===== src/rtl/page_dram_ctrl.sv =====
module page_dram_ctrl #(
  parameter int ROW_W      = 6,
  parameter int COL_W      = 5,
  parameter int DATA_W     = 16,
  parameter int T_RCD      = 2,
  parameter int T_RP       = 2,
  parameter int T_RAS      = 5,
  parameter int T_CAS      = 2,
  parameter int REF_WINDOW = 4096
) (
  input  logic                   clk,
  input  logic                   rst_n,
  input  logic                   req_valid,
  input  logic                   req_we,
  input  logic [ROW_W+COL_W-1:0] req_addr,
  input  logic [DATA_W-1:0]      req_wdata,
  output logic                   req_ready,
  output logic                   rd_valid,
  output logic [DATA_W-1:0]      rd_data,
  output logic                   dram_ras_n,
  output logic                   dram_cas_n,
  output logic                   dram_we_n,
  output logic [(ROW_W>COL_W?ROW_W:COL_W)-1:0] dram_addr,
  output logic [DATA_W-1:0]      dram_dq_out,
  output logic                   dram_dq_oe,
  input  logic [DATA_W-1:0]      dram_dq_in
);
  localparam int PIN_W      = (ROW_W > COL_W) ? ROW_W : COL_W;
  localparam int ROWS       = 1 << ROW_W;
  localparam int REF_PERIOD = REF_WINDOW / ROWS;
  localparam int RT_W       = $clog2(REF_PERIOD + 1);
  localparam int CW         = 8;
  localparam int AW         = $clog2(T_RAS + 1);
  localparam int RAS_LIM    = T_RAS - 1;

  typedef enum logic [2:0] {S_IDLE, S_ACT, S_COL, S_PRE, S_REF} st_t;

  st_t              st;
  logic [CW-1:0]    cnt;
  logic             open_vld, ref_pend, goto_ref, q_pend, q_we, cap_pend;
  logic [ROW_W-1:0] open_row, ref_row, q_row;
  logic [COL_W-1:0] q_col;
  logic [DATA_W-1:0] q_wdata;
  logic [RT_W-1:0]  ref_tmr;
  logic [AW-1:0]    ras_age;

  wire [ROW_W-1:0] req_row  = req_addr[ROW_W+COL_W-1:COL_W];
  wire [COL_W-1:0] req_col  = req_addr[COL_W-1:0];
  wire             hit      = open_vld && (req_row == open_row);
  wire             tras_ok  = ras_age >= AW'(RAS_LIM);
  wire             cnt_done = (cnt == '0);
  wire             acc      = req_valid && req_ready;

  assign req_ready   = (st == S_IDLE) && !ref_pend && (!open_vld || hit || tras_ok);
  assign dram_ras_n  = !((st == S_ACT) || (st == S_COL) || (st == S_REF) ||
                         (st == S_IDLE && open_vld));
  assign dram_cas_n  = (st != S_COL);
  assign dram_we_n   = !((st == S_COL) && q_we);
  assign dram_dq_oe  = (st == S_COL) && q_we;
  assign dram_dq_out = q_wdata;

  always_comb begin
    dram_addr = '0;
    case (st)
      S_ACT:   dram_addr = PIN_W'(open_row);
      S_REF:   dram_addr = PIN_W'(ref_row);
      S_COL:   dram_addr = PIN_W'(q_col);
      default: dram_addr = '0;
    endcase
  end

  always_ff @(posedge clk or negedge rst_n) begin
    if (!rst_n) begin
      st <= S_IDLE; cnt <= '0; open_vld <= 1'b0; open_row <= '0; ref_row <= '0;
      ref_pend <= 1'b0; ref_tmr <= '0; ras_age <= '0; goto_ref <= 1'b0;
      q_pend <= 1'b0; q_we <= 1'b0; q_row <= '0; q_col <= '0; q_wdata <= '0;
      cap_pend <= 1'b0; rd_valid <= 1'b0; rd_data <= '0;
    end else begin
      rd_valid <= 1'b0;
      cap_pend <= 1'b0;
      if (cap_pend) begin
        rd_data  <= dram_dq_in;
        rd_valid <= 1'b1;
      end
      if (dram_ras_n) ras_age <= '0;
      else if (!tras_ok) ras_age <= ras_age + 1'b1;
      if (!cnt_done) cnt <= cnt - 1'b1;

      case (st)
        S_IDLE: begin
          if (ref_pend) begin
            if (!open_vld) begin
              st <= S_REF; cnt <= CW'(T_RAS - 1); ref_pend <= 1'b0;
            end else if (tras_ok) begin
              st <= S_PRE; cnt <= CW'(T_RP - 1); goto_ref <= 1'b1; open_vld <= 1'b0;
            end
          end else if (acc) begin
            q_we <= req_we; q_row <= req_row; q_col <= req_col; q_wdata <= req_wdata;
            if (hit) begin
              st <= S_COL; cnt <= CW'(T_CAS - 1);
            end else if (open_vld) begin
              st <= S_PRE; cnt <= CW'(T_RP - 1); open_vld <= 1'b0; q_pend <= 1'b1;
            end else begin
              st <= S_ACT; cnt <= CW'(T_RCD - 1); open_vld <= 1'b1; open_row <= req_row;
            end
          end
        end
        S_PRE: if (cnt_done) begin
          if (goto_ref) begin
            st <= S_REF; cnt <= CW'(T_RAS - 1); goto_ref <= 1'b0; ref_pend <= 1'b0;
          end else if (q_pend) begin
            st <= S_ACT; cnt <= CW'(T_RCD - 1); q_pend <= 1'b0;
            open_vld <= 1'b1; open_row <= q_row;
          end else st <= S_IDLE;
        end
        S_ACT: if (cnt_done) begin st <= S_COL; cnt <= CW'(T_CAS - 1); end
        S_COL: if (cnt_done) begin st <= S_IDLE; cap_pend <= !q_we; end
        S_REF: if (cnt_done) begin
          st <= S_PRE; cnt <= CW'(T_RP - 1); ref_row <= ref_row + 1'b1;
        end
        default: st <= S_IDLE;
      endcase

      if (ref_tmr == RT_W'(REF_PERIOD - 1)) begin
        ref_tmr <= '0; ref_pend <= 1'b1;
      end else ref_tmr <= ref_tmr + 1'b1;
    end
  end

  int hi_cnt, lo_cnt, cas_lo;
  always_ff @(posedge clk or negedge rst_n) begin
    if (!rst_n) begin
      hi_cnt <= T_RP; lo_cnt <= 0; cas_lo <= 0;
    end else begin
      hi_cnt <= dram_ras_n ? ((hi_cnt < 255) ? hi_cnt + 1 : hi_cnt) : 0;
      lo_cnt <= !dram_ras_n ? ((lo_cnt < 255) ? lo_cnt + 1 : lo_cnt) : 0;
      cas_lo <= !dram_cas_n ? ((cas_lo < 255) ? cas_lo + 1 : cas_lo) : 0;
    end
  end

  a_r4_precharge_time: assert property (@(posedge clk) disable iff (!rst_n)
    $fell(dram_ras_n) |-> hi_cnt >= T_RP) else $error("R4 precharge too short");
  a_r5_active_time: assert property (@(posedge clk) disable iff (!rst_n)
    $rose(dram_ras_n) |-> lo_cnt >= T_RAS) else $error("R5 row active too short");
  a_r6_cas_inside_ras: assert property (@(posedge clk) disable iff (!rst_n)
    !dram_cas_n |-> !dram_ras_n) else $error("R6 column strobe without row");
  a_r6_cas_width: assert property (@(posedge clk) disable iff (!rst_n)
    $rose(dram_cas_n) |-> cas_lo == T_CAS) else $error("R6 column width");
  a_r7_we_in_col: assert property (@(posedge clk) disable iff (!rst_n)
    !dram_we_n |-> (!dram_cas_n && dram_dq_oe)) else $error("R7 write enable outside column");
  a_r8_rd_pulse: assert property (@(posedge clk) disable iff (!rst_n)
    rd_valid |=> !rd_valid) else $error("R8 read pulse too long");
  a_r9_ref_ras_only: assert property (@(posedge clk) disable iff (!rst_n)
    (st == S_REF) |-> (dram_cas_n && !dram_ras_n)) else $error("R9 refresh not row-only");
endmodule


===== config.mk =====
export PLATFORM = sky130hd
export DESIGN_NAME = page_dram_ctrl
export DESIGN_NICKNAME = d
export VERILOG_FILES = /design/src/rtl/page_dram_ctrl.sv
export SDC_FILE = /design/constraint.sdc
export NUM_CORES = 1
export LEC_CHECK = 0
export ABC_AREA = 1
export BUFFER_PORTS_ARGS = -buffer_cell sky130_fd_sc_hd__buf_2
export CORE_AREA = 4 4 93 95
export DETAILED_ROUTE_END_ITERATION = 10
export DIE_AREA = 0 0 97 99
export GPL_TIMING_DRIVEN = 0
export PLACE_DENSITY = 0.78
export SLEW_MARGIN = 20
export SYNTH_ARGS = -nofsm -noshare
export SYNTH_HDL_FRONTEND = slang
export SYNTH_SLANG_ARGS = --single-unit

===== constraint.sdc =====
create_clock -name clk -period 2.15 [get_ports clk]
set_input_delay 0.3225 -clock clk [delete_from_list [all_inputs] [get_ports clk]]
set_output_delay 0.3225 -clock clk [all_outputs]
set_load 0.05 [all_outputs]

==> results of run 1 <==
==> sequential cells by signal, indices dropped and copies added, names as in the netlist, 3 cells and up <==
register     cells
ref_tmr          7
dram_dq_out     16
cnt              8
rd_data         16
q_col            5
st               3
ref_row          6
open_row         6
q_row            6
ras_age          3
==> placed cells by master, fill, tap and decap left out, types with 2 or more instances in the layout <==
master,count
a21oi_1,6
nand2_1,147
clkinv_4,3
o21ai_0,17
nand2_2,4
bufinv_16,2
o21ai_1,8
o211ai_1,4
inv_1,52
nor3_1,4
nand2_4,2
buf_6,3
clkbuf_8,11
nand3_2,2
mux2_2,17
nor2_2,3
nand3_1,40
o221ai_1,2
xor2_1,12
inv_2,5
buf_2,88
nor4_1,2
nand3b_1,2
clkbuf_1,4
dfrtp_1,80
nor2_1,32
a31oi_1,2
nand4_1,7
buf_4,19
ha_1,7
nor2_4,4
dfrtp_2,3
==> per-stage QoR <==
step / setup WS (ns) / utilization [%] / instance area [µm²] / power, mW / setup TNS [ns]
finish: 0.0687 / 66.7 / 5150 / 8.85 / 0
global route: -0.0143 / 66.7 / 5150 / 9.47 / -0.0269
CTS: 0.00536 / 65.4 / 5060 / 8.62 / 0
detailed placement: -0.0528 / 61.3 / 4730 / 7.12 / -0.0528
global placement: -0.0140 / 61.0 / 4710 / 6.99 / -0.0140
floorplan: 0.149 / - / 4130 / 6.04 / 0
==> cell type report <==
cell class                      instances  area, µm²
Tap cell                              102        128
Buffer                                 12       72.6
Sequential cell                        83       2080
Timing Repair Buffer                  105        604
Inverter                               58        223
Clock buffer                           11        151
Multi-Input combinational cell        334       1810
Fill cell                             632       2570
Clock inverter                          5       85.1
==> critical path, stage by stage, from the launching register on <==
cell and delay (ns):
dfrtp_2 0.47, nor2_4 0.17, nand2_4 0.11, nor2_4 0.14
inv_2 0.06, a21oi_4 0.17, buf_6 0.15, buf_8 0.14
==> cell usage after synthesis, types with 6 or more instances <==
library cell | n | area [µm²]
a21oi_1 | 6 | 30.0
o21ai_1 | 7 | 35.0
mux2_2 | 17 | 191
nand4_1 | 7 | 43.8
inv_1 | 53 | 199
nor2_1 | 33 | 124
nand3_1 | 42 | 210
dfrtp_1 | 83 | 2080
xor2_1 | 12 | 105
ha_1 | 7 | 87.6
nand2_1 | 148 | 556
o21ai_0 | 18 | 90.1
==> final timing paths <==
| check | cells past startpoint | start | slack (ns) | endpoint |
|---|---|---|---|---|
| worst max-delay path | 7 | st[0]$_DFFE_PN0P_ | 0.07 | req_ready |
| worst min-delay path | 3 | req_wdata[15] | 0.18 | dram_dq_out[15]$_DFFE_PN0P_ |
| worst max register to register | 11 | cnt[0]$_DFF_PN0_ | 0.17 | cnt[0]$_DFF_PN0_ |
| worst min register to register | 0 | cap_pend$_DFF_PN0_ | 0.39 | rd_valid$_DFF_PN0_ |
| max in group asynchronous | 3 | rst_n | 1.03 | ref_tmr[0]$_DFF_PN0_ |
| min in group asynchronous | 2 | rst_n | 0.51 | ref_row[5]$_DFFE_PN0P_ |
==> metal layers <==
layer	share of wire, %	routed length, µm
met5	0	0
met4	2.4	236
met3	6.4	622
met2	49	4800
met1	42	4140
==> power by group <==
part	total (mW)	leakage, nW	internal [mW]	switching (mW)
Clock	1.29	0.116	0.721	0.573
Sequential	2.56	1.05	2.16	0.408
Combinational	4.99	1.68	1.58	3.41
==> kinds of logic after synthesis <==
| family | Yosys count | share of synthesized area [%] |
|---|---|---|
| compound gates | 44 | 6.14 |
| xor+xnor | 13 | 2.75 |
| fa+ha+maj | 7 | 2.12 |
| buf+inv | 70 | 7.05 |
| flops | 83 | 50.2 |
| mux | 17 | 4.63 |
| simple gates | 253 | 27.1 |
==> repair_timing <==
item | 4_1_cts | 5_1_grt
pin swaps | 3 | 2
buffers inserted | 4 | 9
endpoints found under the hold margin | 44 | 0
hold buffers | 1 | 0
gates resized for setup | 12 | 14
setup endpoints to repair | 11 | 7
==> flow_summary_export.csv, run 1 <==
group,metric,value,unit
run_status,outcome,"completed",
cts,clk_path_buf_depth,2,
sta,tightest_slew,0.769,ns
power,vdd_ir_drop_max,1.13,mV
cts,cts_root_buf,"clkbuf_8",
global_route,grtUsageMet1,25.7,%
floorplan,fp.dieW,97,µm
flow_run,drv_cap,0,
place,place.gp.congestion,0.933,
yosys,ys_warn_count,0,
floorplan,num_io_pins,91,
floorplan,core-area,7730,µm²
global_route,top_usage_layer,"met2",
final_layout,area_growth,24.7,%
yosys,syn_avg_cell_area,8.49,µm²
power,cellPowerDensity,1720,nW/µm²
route,wire_per_inst,13.8,µm
yosys,ys.flop_type,"dfrtp_1",
place,io_buffers,90,
global_route,grt_pass1_vias,3555,
final_layout,final_cells,710,
global_route,gr-usage-met3,4.81,%
global_route,grt_max_degree,46,
floorplan,fp.dieH,99,µm
sta,relSlewSlack,48.3,%
critical_path,start_kind,"flip-flop",
cts,clkLatencyLatePin,0.36,ns
cts,clk_pin_slew_worst_paths,0.08,ns
sta,period_share,96.8,%
final_layout,post_route_cells_drive_above_1_share,28.5,%
place,hpwl,7020,µm
yosys,ys_ff_latch,83,
cts,cts_tree,"yes",
global_route,gr-total-overflow,0,
yosys,synth.distinct_cells,38,
yosys,syn_nets,541,
route,dr.pass1.iters,5,
yosys,async_reset_ff_share,100,%
critical_path,arrival,1.76,ns
sta,finalSetupViolCount,0,
critical_path,cp_max_fo,8,
global_route,antenna_found_initial,0,
yosys,netlist_instances,487,
floorplan,die_area,9600,µm²
global_route,grt_usage,20.8,%
route,viasPerCell,5.17,
yosys,ys_seq_area_share,50.2,%
critical_path,end_kind,"output port",
cts,cts_buffers,9,
final_layout,antenna_cells,0,
global_route,grt_pass1_wl,16400,µm
cts,cts_max_level,3,
route,drtIter0Drc,236,
global_route,use_met2,35.5,%
final_layout,fin_nets,657,
floorplan,core.rowCount,32,
sta,layout_min_cycle_time,2.08,ns
hold_path,min_path_type,"primary input to flip-flop",
sta,clock_skew,0.0109,ns
power,p_leak,2.85,nW
sta,hold_viol_final,0,
route,num_vias,3672,
critical_path,crit_required,1.83,ns
cts,clkSinkCount,83,
sta,slew_viol_final,0,
place,dp.cells,680,
yosys,synth-edff-count,0,
yosys,syn-cell-area,4130,µm²
critical_path,path_class,"flip-flop to output port",
floorplan,start_util,53.5,%
sta,max_freq,480,MHz
sta,whs,0.183,ns
route,routed_wl,9790,µm
route,ant_nets,0,
route,drc,0,
Power figures use the tool's default switching activity.
==> inputs of run 2 (changes only) <==
--- a/config.mk
+++ b/config.mk
@@ -7,11 +7,11 @@
 export LEC_CHECK = 0
 export ABC_AREA = 1
 export BUFFER_PORTS_ARGS = -buffer_cell sky130_fd_sc_hd__buf_2
-export CORE_AREA = 4 4 93 95
+export CORE_AREA = 4 4 72 123
 export DETAILED_ROUTE_END_ITERATION = 10
-export DIE_AREA = 0 0 97 99
+export DIE_AREA = 0 0 76 127
 export GPL_TIMING_DRIVEN = 0
-export PLACE_DENSITY = 0.78
+export PLACE_DENSITY = 0.79
 export SLEW_MARGIN = 20
 export SYNTH_ARGS = -nofsm -noshare
 export SYNTH_HDL_FRONTEND = slang
==> run 2 against run 1 <==
Effect of this change:
- critical path depth is the same
- die area grew 0.51%
- total power grew 1.7%
- global-route usage grew 0.86 points
- sequential cell count is the same
- sequential share of layout area shrank 0.20 points
- largest power group unchanged
==> flow_summary_export.csv, run 2 (synthesized netlist as in run 1, its figures left out) <==
group,metric,value,unit
floorplan,fp.dieW,76,µm
route,routed_wl,10100,µm
hold_path,holdCritStartpoint,"req_wdata[12]",
floorplan,num_io_pins,91,
global_route,grt_pass1_wl,17000,µm
power,pwr-share-clk,17.4,%
power,intPower,4.57,mW
floorplan,core-area,7910,µm²
cts,cts_max_level,3,
hold_path,min_path_type,"primary input to flip-flop",
place,dp.cells,668,
sta,hold_viol_final,0,
cts,clkSinkCount,83,
floorplan,die_area,9650,µm²
floorplan,core.rowCount,43,
cts,cts_root_buf,"clkbuf_16",
place,detailedPlace.worstSlack,-0.0279,ns
global_route,antenna_found_initial,0,
global_route,gr-total-overflow,0,
power,switching_share,49.2,%
global_route,grt_pass1_vias,3677,
final_layout,post_route_cells_drive_above_1_share,27.9,%
critical_path,worst-r2r-cell-count,11,
critical_path,crit_required,1.83,ns
critical_path,path_class,"flip-flop to output port",
hold_path,min_to,"dram_dq_out[12]$_DFFE_PN0P_",
power,vdd_ir_drop_max,1.36,mV
hold_path,hold_path_depth,3,
power,power,9.00,mW
critical_path,cp_max_fo,9,
final_layout,layout_common_cells,"nand2_1 (147), buf_2 (88), dfrtp_1 (80), inv_1 (52), nand3_1 (40)",
final_layout,area_growth,25.3,%
sta,slew_viol_final,0,
sta,period_share,97.8,%
final_layout,fin_nets,654,
sta,setup-tns-final,0,ns
critical_path,arrival,1.78,ns
final_layout,final_cells,695,
floorplan,start_util,52.3,%
route,drc,0,
cts,clk_pin_slew_worst_paths,0.07,ns
global_route,grt_usage,21.6,%
critical_path,r2r_slack,0.19,ns
cts,cts_buffers,9,
cts,clk_path_buf_depth,2,
final_layout,antenna_cells,0,
critical_path,reg2reg_from,"cnt[0]$_DFF_PN0_",
sta,tightest_slew,0.773,ns
sta,relSlewSlack,48.0,%
cts,clkLatencyLatePin,0.34,ns
flow_run,drv_cap,0,
power,p_comb_share,54.1,%
sta,finalWorstSetupSlack,0.0471,ns
power,cellPowerDensity,1740,nW/µm²
critical_path,r2r_end,"cnt[0]$_DFF_PN0_",
sta,finalSetupViolCount,0,
critical_path,end_kind,"output port",
floorplan,fp.dieH,127,µm
power,power.switching,4.43,mW
cts,cts_tree,"yes",
run_status,outcome,"completed",
sta,rsz0062_at_grt,"yes",
global_route,grt_max_degree,60,
power,p_leak,2.86,nW
route,wire_per_inst,14.5,µm
sta,max_freq,476,MHz
route,viasPerCell,5.33,
critical_path,start_kind,"flip-flop",
power,power_frac_seq,28.5,%
final_layout,final_common_cell,"nand2_1",
place,place.gp.congestion,0.867,
place,hpwl,7470,µm
route,dr.pass1.iters,5,
route,num_vias,3702,
place,io_buffers,90,
sta,layout_min_cycle_time,2.10,ns
route,drtIter0Drc,196,
sta,clock_skew,0.00817,ns
route,ant_nets,0,
-- run 2: cell count changes in the layout (fill, tap and decap cells not counted), moves of 2 or more --
cell / before / now
buf_4: 19 / 13
inv_6: 0 / 3
clkbuf_16: 0 / 9
clkinv_4: 3 / 1
clkbuf_8: 11 / 0
clkbuf_4: 0 / 3
-- run 2: final cells by class --
cell class	instances	area (µm²)
clock buffer	10	229
sequential	83	2080
buffer	12	72.6
clock inverter	6	71.3
fill	640	2730
tap	90	113
multi-input combinational	334	1800
inverter	58	223
timing repair buffer	102	586
-- run 2: worst max path at each step --
stage	start	slack, ns	to	depth (start not counted)
after floorplan	st[1]$_DFFE_PN0P_	0.15	dram_dq_oe	4
after global placement	cnt[0]$_DFF_PN0_	0.003	cnt[0]$_DFF_PN0_	11
after detailed placement	cnt[0]$_DFF_PN0_	-0.03	cnt[0]$_DFF_PN0_	11
after CTS	open_row[2]$_DFFE_PN0P_	-0.10	req_ready	8
after global routing	st[0]$_DFFE_PN0P_	-0.02	req_ready	7
final	st[0]$_DFFE_PN0P_	0.05	req_ready	7
-- run 2: metrics by stage --
stage	hold WS (ns)	utilization (%)	area [µm²]
floorplan	0.0269	-	4130
global placement	0.355	59.4	4700
detailed placement	0.256	59.8	4730
CTS	0.201	64.2	5070
global route	0.206	65.5	5180
finish	0.204	65.5	5180
-- run 2: timing repair --
action,CTS,global route
setup buffers,1,9
gates resized for setup,7,13
pin swaps,1,4
hold buffers,1,0
setup endpoints to repair,9,9
hold endpoints to repair,24,0
-- run 2: metal layers --
metal | track usage [%] | vias to the layer above | share of wire (%)
met5 | 0 | - | 0
met4 | 11.8 | 0 | 4.1
met3 | 3.74 | 36 | 4.3
met2 | 38.9 | 123 | 55
met1 | 23.8 | 1750 | 36
li1 | - | 1793 | -
-- run 2: critical path, cell delays in order, from the launching register on --
cell     delay (ns)
dfrtp_2        0.46
nor2_4         0.17
nand2_4        0.12
nor2_4         0.15
inv_2          0.06
a21oi_4        0.17
buf_6          0.15
buf_6          0.15
-- run 2: power by group through the flow --
stage	sequential [mW]	combinational, mW	clock (mW)
2_1_floorplan	3.42	2.62	0
4_1_cts	2.56	4.67	1.58
5_1_grt	2.64	5.36	1.65
3_3_place_gp	2.53	4.46	0
3_5_place_dp	2.57	4.56	0
6_report	2.57	4.88	1.56
==> inputs of run 3 (changes only) <==
--- a/config.mk
+++ b/config.mk
@@ -7,11 +7,11 @@
 export LEC_CHECK = 0
 export ABC_AREA = 1
 export BUFFER_PORTS_ARGS = -buffer_cell sky130_fd_sc_hd__buf_2
-export CORE_AREA = 4 4 72 123
+export CORE_AREA = 4 4 75 129
 export DETAILED_ROUTE_END_ITERATION = 10
-export DIE_AREA = 0 0 76 127
+export DIE_AREA = 0 0 79 133
 export GPL_TIMING_DRIVEN = 0
-export PLACE_DENSITY = 0.79
+export PLACE_DENSITY = 0.76
 export SLEW_MARGIN = 20
 export SYNTH_ARGS = -nofsm -noshare
 export SYNTH_HDL_FRONTEND = slang
==> constraint.sdc (replaced) <==
create_clock -name clk -period 1.8 [get_ports clk]
set_input_delay 0.27 -clock clk [delete_from_list [all_inputs] [get_ports clk]]
set_output_delay 0.27 -clock clk [all_outputs]
set_load 0.05 [all_outputs]
==> run 3 against run 2 <==
Effect of this change:
- the flow now finishes with violations (negative setup slack)
- sequential power grew 20%
- register-to-register slack worse by 0.15 ns
- cell area up 9.4%
- die area is 8.9% higher
- clock skew hardly changed
- core utilization down 0.14 points
- global-route usage decreased by 1.1 points
- combinational power is 44% higher
- final cell count grew 7.2%
==> flow_summary_export.csv, run 3 (synthesized netlist as in run 1, its figures left out) <==
group,metric,value,unit
cts,cts_tree,"yes",
final_layout,fin_nets,677,
global_route,gr-total-overflow,0,
run_status,outcome,"finished with violations",
power,p_leak,3.02,nW
final_layout,final_common_cell,"nand2_1",
floorplan,fp.dieH,133,µm
cts,clkLatencyLatePin,0.35,ns
final_layout,regArea,2080,µm²
place,detailedPlace.worstSlack,-0.261,ns
sta,finalSetupViolCount,10,
critical_path,start_kind,"flip-flop",
final_layout,multiInputGateArea,1990,µm²
global_route,grt_max_degree,51,
sta,tightest_slew,0.554,ns
cts,clkSinkCount,83,
cts,clk_pin_slew_worst_paths,0.07,ns
sta,clock_skew,0.00843,ns
final_layout,nFillCells,675,
route,wire_per_inst,15.2,µm
floorplan,die_area,10500,µm²
flow_run,drv_cap,0,
sta,relSlewSlack,62.8,%
cts,clk_path_buf_depth,2,
critical_path,worstPathCellList,"nor2_4, buf_6, nand2_8, inv_4, nand2_1, o211ai_1, buf_4",
place,io_buffers,90,
final_layout,final_cells,745,
power,vdd_ir_drop_max,1.49,mV
sta,hold_viol_final,0,
critical_path,cp_max_fo,5,
sta,setup-tns-final,-1.11,ns
place,dp.cells,695,
critical_path,critPathBufInv,3,
power,cellPowerDensity,2110,nW/µm²
final_layout,area_growth,37.0,%
cts,cts_max_level,3,
route,routed_wl,11400,µm
power,power,12.0,mW
route,ant_nets,0,
run_status,violations,"negative setup slack",
critical_path,path_class,"flip-flop to output port",
place,hpwl,7380,µm
sta,slew_viol_final,0,
floorplan,start_util,47.7,%
critical_path,crit_required,1.53,ns
sta,layout_min_cycle_time,1.97,ns
critical_path,cpLargestDelayFamily,"buffers and inverters",
place,place.gp.congestion,0.875,
final_layout,post_route_cells_drive_above_1_share,35.5,%
final_layout,fin_util,65.3,%
sta,rsz0062_at_grt,"yes",
sta,period_share,109,%
sta,max_freq,508,MHz
critical_path,slowest_delay,0.45,ns
final_layout,antenna_cells,0,
hold_path,min_path_type,"primary input to flip-flop",
floorplan,core-area,8670,µm²
global_route,grt_pass1_vias,3856,
global_route,grt_pass1_wl,17100,µm
critical_path,end_kind,"output port",
final_layout,layout_common_cells,"nand2_1 (140), buf_2 (80), dfrtp_1 (80), inv_1 (44), nand3_1 (38)",
route,drtIter0Drc,254,
route,viasPerCell,5.32,
global_route,grt_usage,20.5,%
route,drc,0,
floorplan,num_io_pins,91,
critical_path,arrival,1.70,ns
route,dr.pass1.iters,5,
critical_path,crit_slowest_cell,"dfrtp_2",
floorplan,fp.dieW,79,µm
cts,cts_root_buf,"clkbuf_16",
cts,cts_buffers,9,
route,num_vias,3961,
sta,finalWorstSetupSlack,-0.170,ns
global_route,antenna_found_initial,0,
floorplan,core.rowCount,45,
==> run 3: layer usage <==
| metal | GRT usage, % | vias up | routed length, µm |
|---|---|---|---|
| met4 | 12.3 | 0 | 595 |
| met1 | 21.5 | 1905 | 4130 |
| li1 | - | 1851 | - |
| met2 | 37.1 | 149 | 6120 |
| met3 | 3.41 | 56 | 506 |
| met5 | 0 | - | 0 |
==> run 3: worst paths after layout <==
kind / start / end / slack [ns] / depth (start not counted)
hold / removal: req_wdata[7] / dram_dq_out[7]$_DFFE_PN0P_ / 0.15 / 3
hold reg to reg: cap_pend$_DFF_PN0_ / rd_valid$_DFF_PN0_ / 0.38 / 0
max in group asynchronous: rst_n / st[1]$_DFFE_PN0P_ / 0.73 / 3
setup reg to reg: st[2]$_DFFE_PN0P_ / open_row[5]$_DFFE_PN0P_ / 0.04 / 9
min in group asynchronous: rst_n / dram_dq_out[12]$_DFFE_PN0P_ / 0.46 / 2
setup / recovery: st[1]$_DFFE_PN0P_ / dram_addr[3] / -0.17 / 7
==> run 3: tightest hold or removal path: stages <==
cell and delay (ns):
buf_2 0.08, nand3_1 0.06, nand2_1 0.05
==> run 3: cell type report <==
type	instances	area share [%]
buffer	11	1.44
clock inverter	6	1.30
inverter	58	4.17
timing repair buffer	126	14.5
clock buffer	10	4.04
sequential	83	36.7
tap	117	2.58
multi-input combinational	334	35.2
==> run 3: per-stage QoR <==
stage	instance area, µm²	hold WS (ns)
3_5_place_dp	4780	0.257
6_report	5670	0.149
3_3_place_gp	4750	0.357
5_1_grt	5670	0.155
4_1_cts	5350	0.145
2_1_floorplan	4160	-0.0256
==> run 3: timing repair <==
item,4_1_cts,5_1_grt
buffers inserted,14,20
hold endpoints to repair,33,0
resized for setup,41,51
hold buffers,1,0
cloned,0,1
pin swaps,8,24
setup endpoints to repair,26,66
==> run 3: report_power, final <==
part | leakage, nW | internal (mW) | total [mW] | switching (mW)
registers | 1.05 | 2.58 | 3.09 | 0.508
logic | 1.83 | 2.46 | 7.02 | 4.56
clock network | 0.141 | 1.09 | 1.87 | 0.777
total | 3.02 | 6.13 | 12.0 | 5.85
